--- config.mk ---
export PLATFORM = sky130hd
export DESIGN_NAME = irq_source_ctrl
export DESIGN_NICKNAME = d
export VERILOG_FILES = /design/src/rtl/irqsrc_pkg.sv /design/src/rtl/irqsrc_slot.sv /design/src/rtl/irqsrc_offer.sv /design/src/rtl/irqsrc_scan.sv /design/src/rtl/irq_source_ctrl.sv
export SDC_FILE = /design/constraint.sdc
export NUM_CORES = 1
export LEC_CHECK = 0
export BUFFER_PORTS_ARGS = -buffer_cell sky130_fd_sc_hd__buf_2
export CAP_MARGIN = 10
export CORE_ASPECT_RATIO = 1.1
export CORE_MARGIN = 5
export CORE_UTILIZATION = 45
export CTS_CLUSTER_DIAMETER = 50
export CTS_CLUSTER_SIZE = 12
export DETAILED_ROUTE_END_ITERATION = 12
export RECOVER_POWER = 100
export SLEW_MARGIN = 10
export SYNTH_ARGS = -nofsm -noshare
export SYNTH_HDL_FRONTEND = slang
export SYNTH_SLANG_ARGS = --single-unit
--- constraint.sdc ---
create_clock -name clk -period 2.6 [get_ports clk]
set_clock_uncertainty 0.05 [all_clocks]
set_input_delay 0.13 -clock clk [delete_from_list [all_inputs] [get_ports clk]]
set_output_delay 0.13 -clock clk [all_outputs]
set_load 0.01 [all_outputs]
--- src/rtl/irqsrc_pkg.sv ---
package irqsrc_pkg;
  // Per-source status flags
  typedef struct packed {
    logic asserted;  // level: registered line value
    logic sent;      // level: offered and not yet ended or returned
    logic rejected;  // message: returned, owed on the next resend
    logic mpend;     // message: fired (or withdrawn) while masked
    logic req;       // waiting to enter the offer register
  } src_stat_t;
endpackage

--- src/rtl/irqsrc_slot.sv ---
module irqsrc_slot
  import irqsrc_pkg::*;
#(
  parameter int SRV_W  = 8,
  parameter int PRIO_W = 8
) (
  input  logic              clk,
  input  logic              rst_n,
  input  logic              is_lvl,
  input  logic              line,
  input  logic              grant,
  input  logic              rej_hit,
  input  logic              eoi_hit,
  input  logic              cfg_hit,
  input  logic [SRV_W-1:0]  cfg_server,
  input  logic [PRIO_W-1:0] cfg_prio,
  input  logic              visit,
  output logic              req,
  output logic [SRV_W-1:0]  server,
  output logic [PRIO_W-1:0] prio
);
  localparam logic [PRIO_W-1:0] MASKED = {PRIO_W{1'b1}};

  src_stat_t         st, st_n;
  logic [SRV_W-1:0]  srv_n;
  logic [PRIO_W-1:0] prio_n;
  logic              line_q;
  logic              unmasked;
  logic              check;

  always_comb begin
    st_n     = st;
    srv_n    = server;
    prio_n   = prio;
    check    = 1'b0;
    if (grant) st_n.req = 1'b0;
    if (cfg_hit) begin
      srv_n  = cfg_server;
      prio_n = cfg_prio;
    end
    unmasked = (prio_n != MASKED);
    if (is_lvl) begin
      if (rej_hit || eoi_hit) st_n.sent = 1'b0;
      if (line != st.asserted) begin
        st_n.asserted = line;
        check         = 1'b1;
      end
      if (cfg_hit || visit) check = 1'b1;
      if (st_n.req && !unmasked) begin
        st_n.req  = 1'b0;
        st_n.sent = 1'b0;
      end
      if (check && unmasked && st_n.asserted && !st_n.sent) begin
        st_n.sent = 1'b1;
        st_n.req  = 1'b1;
      end
    end else begin
      if (rej_hit) st_n.rejected = 1'b1;
      if (st_n.req && !unmasked) begin
        st_n.req   = 1'b0;
        st_n.mpend = 1'b1;
      end
      if (line && !line_q) begin
        if (unmasked) st_n.req = 1'b1;
        else          st_n.mpend = 1'b1;
      end
      if (cfg_hit && st_n.mpend && unmasked) begin
        st_n.mpend = 1'b0;
        st_n.req   = 1'b1;
      end
      if (visit && st_n.rejected) begin
        st_n.rejected = 1'b0;
        if (unmasked) st_n.req = 1'b1;
      end
    end
  end

  always_ff @(posedge clk or negedge rst_n) begin
    if (!rst_n) begin
      st     <= '0;
      server <= '0;
      prio   <= MASKED;
      line_q <= 1'b0;
    end else begin
      st     <= st_n;
      server <= srv_n;
      prio   <= prio_n;
      line_q <= line;
    end
  end

  assign req = st.req;
endmodule

--- src/rtl/irqsrc_offer.sv ---
module irqsrc_offer #(
  parameter int           NUM_SRC = 8,
  parameter int           SRV_W   = 8,
  parameter int           PRIO_W  = 8,
  parameter int           NUM_W   = 16,
  parameter logic [NUM_W-1:0] BASE = 16'h1000
) (
  input  logic                          clk,
  input  logic                          rst_n,
  input  logic [NUM_SRC-1:0]            req,
  input  logic [NUM_SRC-1:0][SRV_W-1:0] srv_arr,
  input  logic [NUM_SRC-1:0][PRIO_W-1:0] prio_arr,
  input  logic                          ready,
  output logic [NUM_SRC-1:0]            gnt,
  output logic                          valid,
  output logic [NUM_W-1:0]              num,
  output logic [SRV_W-1:0]              srv,
  output logic [PRIO_W-1:0]             prio
);
  logic [NUM_SRC-1:0] first;
  logic [NUM_W-1:0]   pick_num;
  logic [SRV_W-1:0]   pick_srv;
  logic [PRIO_W-1:0]  pick_prio;
  logic               found;
  logic               load;

  always_comb begin
    first     = '0;
    found     = 1'b0;
    pick_num  = BASE;
    pick_srv  = '0;
    pick_prio = '0;
    for (int i = 0; i < NUM_SRC; i++) begin
      if (req[i] && !found) begin
        found     = 1'b1;
        first[i]  = 1'b1;
        pick_num  = BASE + NUM_W'(i);
        pick_srv  = srv_arr[i];
        pick_prio = prio_arr[i];
      end
    end
  end

  assign load = found && (!valid || ready);
  assign gnt  = load ? first : '0;

  always_ff @(posedge clk or negedge rst_n) begin
    if (!rst_n) begin
      valid <= 1'b0;
      num   <= '0;
      srv   <= '0;
      prio  <= '0;
    end else if (load) begin
      valid <= 1'b1;
      num   <= pick_num;
      srv   <= pick_srv;
      prio  <= pick_prio;
    end else if (ready) begin
      valid <= 1'b0;
    end
  end
endmodule

--- src/rtl/irqsrc_scan.sv ---
module irqsrc_scan #(
  parameter int NUM_SRC = 8,
  localparam int IDX_W  = (NUM_SRC > 1) ? $clog2(NUM_SRC) : 1
) (
  input  logic               clk,
  input  logic               rst_n,
  input  logic               start,
  input  logic               step_ok,
  output logic [NUM_SRC-1:0] visit,
  output logic               busy
);
  localparam logic [IDX_W-1:0] LAST = IDX_W'(NUM_SRC - 1);

  logic [IDX_W-1:0] ptr;
  logic             step;

  assign step = busy && step_ok;

  always_comb begin
    for (int i = 0; i < NUM_SRC; i++) begin
      visit[i] = step && (ptr == IDX_W'(i));
    end
  end

  always_ff @(posedge clk or negedge rst_n) begin
    if (!rst_n) begin
      busy <= 1'b0;
      ptr  <= '0;
    end else if (start) begin
      busy <= 1'b1;
      ptr  <= '0;
    end else if (step) begin
      if (ptr == LAST) busy <= 1'b0;
      else             ptr  <= ptr + 1'b1;
    end
  end
endmodule

--- src/rtl/irq_source_ctrl.sv ---
module irq_source_ctrl #(
  parameter int           NUM_SRC = 8,
  parameter int           SRV_W   = 8,
  parameter int           PRIO_W  = 8,
  parameter int           NUM_W   = 16,
  parameter logic [NUM_W-1:0] BASE = 16'h1000,
  localparam int IDX_W = (NUM_SRC > 1) ? $clog2(NUM_SRC) : 1
) (
  input  logic               clk,
  input  logic               rst_n,
  input  logic [NUM_SRC-1:0] src_is_level,
  input  logic [NUM_SRC-1:0] irq_in,
  input  logic               cfg_we,
  input  logic [IDX_W-1:0]   cfg_idx,
  input  logic [SRV_W-1:0]   cfg_server,
  input  logic [PRIO_W-1:0]  cfg_prio,
  output logic               offer_valid,
  input  logic               offer_ready,
  output logic [NUM_W-1:0]   offer_num,
  output logic [SRV_W-1:0]   offer_server,
  output logic [PRIO_W-1:0]  offer_prio,
  input  logic               rej_valid,
  input  logic [NUM_W-1:0]   rej_num,
  input  logic               eoi_valid,
  input  logic [NUM_W-1:0]   eoi_num,
  input  logic               resend_req
);
  logic [NUM_SRC-1:0]             req;
  logic [NUM_SRC-1:0]             gnt;
  logic [NUM_SRC-1:0]             visit;
  logic [NUM_SRC-1:0][SRV_W-1:0]  srv_arr;
  logic [NUM_SRC-1:0][PRIO_W-1:0] prio_arr;
  logic                           scan_busy;
  logic                           step_ok;

  assign step_ok = !offer_valid && !(|req);

  for (genvar g = 0; g < NUM_SRC; g++) begin : g_src
    logic rej_hit, eoi_hit, cfg_hit;
    // Global number equals index plus BASE; anything else misses every slot
    assign rej_hit = rej_valid && (rej_num == (BASE + NUM_W'(g)));
    assign eoi_hit = eoi_valid && (eoi_num == (BASE + NUM_W'(g)));
    assign cfg_hit = cfg_we && (cfg_idx == IDX_W'(g));

    irqsrc_slot #(.SRV_W(SRV_W), .PRIO_W(PRIO_W)) u_slot (
      .clk        (clk),
      .rst_n      (rst_n),
      .is_lvl     (src_is_level[g]),
      .line       (irq_in[g]),
      .grant      (gnt[g]),
      .rej_hit    (rej_hit),
      .eoi_hit    (eoi_hit),
      .cfg_hit    (cfg_hit),
      .cfg_server (cfg_server),
      .cfg_prio   (cfg_prio),
      .visit      (visit[g]),
      .req        (req[g]),
      .server     (srv_arr[g]),
      .prio       (prio_arr[g])
    );
  end

  irqsrc_scan #(.NUM_SRC(NUM_SRC)) u_scan (
    .clk     (clk),
    .rst_n   (rst_n),
    .start   (resend_req),
    .step_ok (step_ok),
    .visit   (visit),
    .busy    (scan_busy)
  );

  irqsrc_offer #(
    .NUM_SRC(NUM_SRC), .SRV_W(SRV_W), .PRIO_W(PRIO_W),
    .NUM_W(NUM_W), .BASE(BASE)
  ) u_offer (
    .clk      (clk),
    .rst_n    (rst_n),
    .req      (req),
    .srv_arr  (srv_arr),
    .prio_arr (prio_arr),
    .ready    (offer_ready),
    .gnt      (gnt),
    .valid    (offer_valid),
    .num      (offer_num),
    .srv      (offer_server),
    .prio     (offer_prio)
  );

  logic unused_busy;
  assign unused_busy = scan_busy;
endmodule

==> qor.yml <==
worst_setup_path:
  worstRegToRegCells: 6
  critPathKind: "reg -> reg"
  path_cells: "clkbuf_1 -> or4_4 -> o31ai_1 -> nand3_1 -> a21oi_1 -> o22ai_1"
  startpoint_type: "flop"
  cp_slowest_cell: "or4_4"
  critPathCaptureType: "flop"
  worst-path-stages: 6
  required_ps: 2930
  path_delay_family: "simple AND/OR/NAND/NOR gates"
  slowest_delay_ps: 630
  arrival_ps: 2670
  critical_path.max_fanout: 14
  rrSetupSlack_ps: 260
  crit_buf_inv: 1
grt:
  grt_pass1_wl_um: 50000
  grt.overflow.total: 0
  grt_pass1_vias: 8837
  antenna_found_initial: 1
  grt_max_degree: 65
  grt_use_total_pct: 24.1
clocking:
  post_cts_buffers: 0
  path_clk_slew_ps: 60
  cts_hold_buf: 34
  htree_levels: 1
  numCtsBuffers: 27
  cts-root-buf: "clkbuf_16"
  clock_path_buffers: 3
  cts_resized: 0
  clk_latency_ps: 530
  cts_tree: "built"
  clock-sinks: 201
placed_design:
  place_area_um2: 11100
  dp_hpwl_um: 22300
  gp_congestion: 0.888
  portBuffers: 94
synthesis:
  synthTopCellsByArea: "dfrtp_1 34%, dfstp_2 17%, nand2_1 12%"
  netlist_area_um2: 10200
  synth_top_area_share_pct: 33.7
  yosysWarnings: 0
  yosysUniqueCellTypes: 73
  synth-seq-area-share_pct: 50.2
  postSynthCellCount: 1100
  synth_seq_cells: 201
  synth.most_common_cell: "nand2_1"
  avgSynthCellArea_um2: 9.26
  synth_flop_cell: "dfrtp_1"
  yosys-top-cells-count: "333 x nand2_1, 137 x dfrtp_1, 64 x dfstp_2"
  yosys.area.top_type: "dfrtp_1"
  async_reset_ff_share_pct: 100
  synth-edff-count: 0
routing:
  vias: 8799
  viasPerCell: 5.69
  drt_iter0_drc: 587
  drt.antenna.violating_nets: 0
  dr.pass1.iters: 5
  wl_per_cell_um: 20.3
  drt_wl_total_um: 31400
  drc_errors: 0
die:
  core_region_area_um2: 22200
  dieArea_um2: 25700
  pin_count: 107
  start_util_pct: 45.9
  num_rows: 57
  die_w_um: 153
  die_h_um: 168
power_and_ir_drop:
  switching_power_mw: 2.74
  cellPowerDensity_nw_per_um2: 797
  power_frac_clock_pct: 41.2
  seqPwrFrac_pct: 43.1
  leakagePower_nw: 5.55
  combPwrFrac_pct: 15.6
  ir_drop_mv: 0.592
  swShare_pct: 28.0
  internal-power_mw: 7.05
timing:
  tightestPinTransition_ps: 1450
  setup-violations-final: 0
  setup_tns_ps: 0
  finalMaxSlewViolations: 0
  max_slew_margin_pct: 3.12
  grt_setup_unrepaired: "false"
  min_period_over_period_pct: 90.2
  hold_viol_final: 0
  clock.fmax_mhz: 426
  layout_min_cycle_time_ps: 2340
final_layout:
  finish.instance_area_um2: 12300
  areaGrowthSynthToFinish_pct: 20.7
  diodes: 0
  drive_gt1_share_pct: 20.9
  nets: 1327
worst_hold_path:
  min_path_cells: 4
  hold_path.class: "in -> reg"
job:
  maxCapViolCount: 0
outcome:
  status: "complete, no violations"
[state kept, by name, indices dropped and copies added, names as in the netlist]
register             flops
g_src.u_slot.line_q      8
u_scan.busy              1
g_src.u_slot.st         32
u_scan.ptr               3
u_offer.prio             8
u_offer.srv              8
u_offer.num              4
g_src.u_slot.req         8
g_src.u_slot.prio       64
g_src.u_slot.server     64
u_offer.valid            1
[worst reg2reg max path, cell delays in order, from the launching register on]
cell	delay [ps]
dfrtp_1	420
clkbuf_1	290
or4_4	630
o31ai_1	440
nand3_1	130
a21oi_1	140
o22ai_1	110
[stage by stage]
stage | hold slack [ps] | power [mW] | setup slack, ps | instances | utilization (%)
6_report | 31.8 | 9.79 | 255 | 1546 | 55.4
5_1_grt | 78.5 | 10.3 | 45.3 | 1546 | 55.4
4_1_cts | 29.8 | 9.89 | 275 | 1546 | 56.0
3_5_place_dp | 83.4 | 5.80 | 276 | 1463 | 50.0
3_3_place_gp | 83.0 | 5.76 | 341 | 1463 | 50.0
2_1_floorplan | -216 | 5.11 | 675 | 1111 | -
[cells by family (layout without fill, tap and decap cells)]
kind of cell	Yosys count	in the layout	share of synthesized area (%)
other cells	1	12	0.0368
simple gates	519	519	23.9
fa+ha+maj	22	22	2.70
xor+xnor	1	1	0.0860
compound gates	215	215	14.6
flops	201	201	50.2
mux	34	34	3.76
buf+inv	107	247	4.71
[power by group through the flow]
stage / clock network [mW] / registers, mW / logic, mW
floorplan: 0 / 4.13 / 0.981
global placement: 0 / 4.27 / 1.50
detailed placement: 0 / 4.27 / 1.53
CTS: 4.09 / 4.22 / 1.58
global route: 4.25 / 4.29 / 1.73
finish: 4.04 / 4.22 / 1.53
[path summary, 6_finish.rpt]
path	startpoint	to
min in group asynchronous	rst_n	g_src[4].u_slot.st[4]$_DFFE_PN0P_
min	cfg_idx[1]	g_src[1].u_slot.prio[7]$_DFF_PN1_
max in group asynchronous	rst_n	g_src[6].u_slot.server[5]$_DFFE_PN0P_
max reg2reg	g_src[0].u_slot.req$_DFF_PN0_	g_src[5].u_slot.req$_DFF_PN0_
min reg2reg	g_src[2].u_slot.prio[1]$_DFF_PN1_	g_src[2].u_slot.prio[1]$_DFF_PN1_
max	g_src[0].u_slot.req$_DFF_PN0_	g_src[5].u_slot.req$_DFF_PN0_
[placed cells by master (no fill, tap or decap), drive strengths merged, types with 6 or more instances in the layout]
cell,synthesis,routed
o21bai,7,7
ha,22,22
nand2,333,333
and3b,16,16
a31oi,23,23
dfrtp,137,137
nor3,19,19
nor2,53,53
a21oi,45,45
o21ai,46,46
clkinv,0,6
dfstp,64,64
conb,1,12
nor4,8,8
nand2b,8,8
nand3,6,6
inv,29,30
o31ai,7,7
nand4,26,26
or2,11,11
o211ai,7,7
mux2,34,34
dlygate4sd3,0,34
clkbuf,51,79
a222oi,16,16
buf,27,90
bufinv,0,6
a221oi,19,19
[layout make-up]
| class | count | area, um^2 |
|---|---|---|
| clock buffer | 34 | 742 |
| clock inverter | 15 | 241 |
| fill | 2044 | 9890 |
| inverter | 29 | 109 |
| multi-input combinational | 803 | 4660 |
| sequential | 201 | 5110 |
| tap | 295 | 369 |
| timing repair buffer | 169 | 1060 |
[layer usage]
metal  part of all wire (%)  wire length (um)  up-vias  GRT usage (%)
li1                       -                 -     4106              -
met1                     42             13100     4302           32.2
met2                     48             15100      307           40.1
met3                    6.6              2060       82           3.88
met4                    3.8              1180        2           8.37
met5                  0.022                 7        -              0
Power figures use the tool's default switching activity.
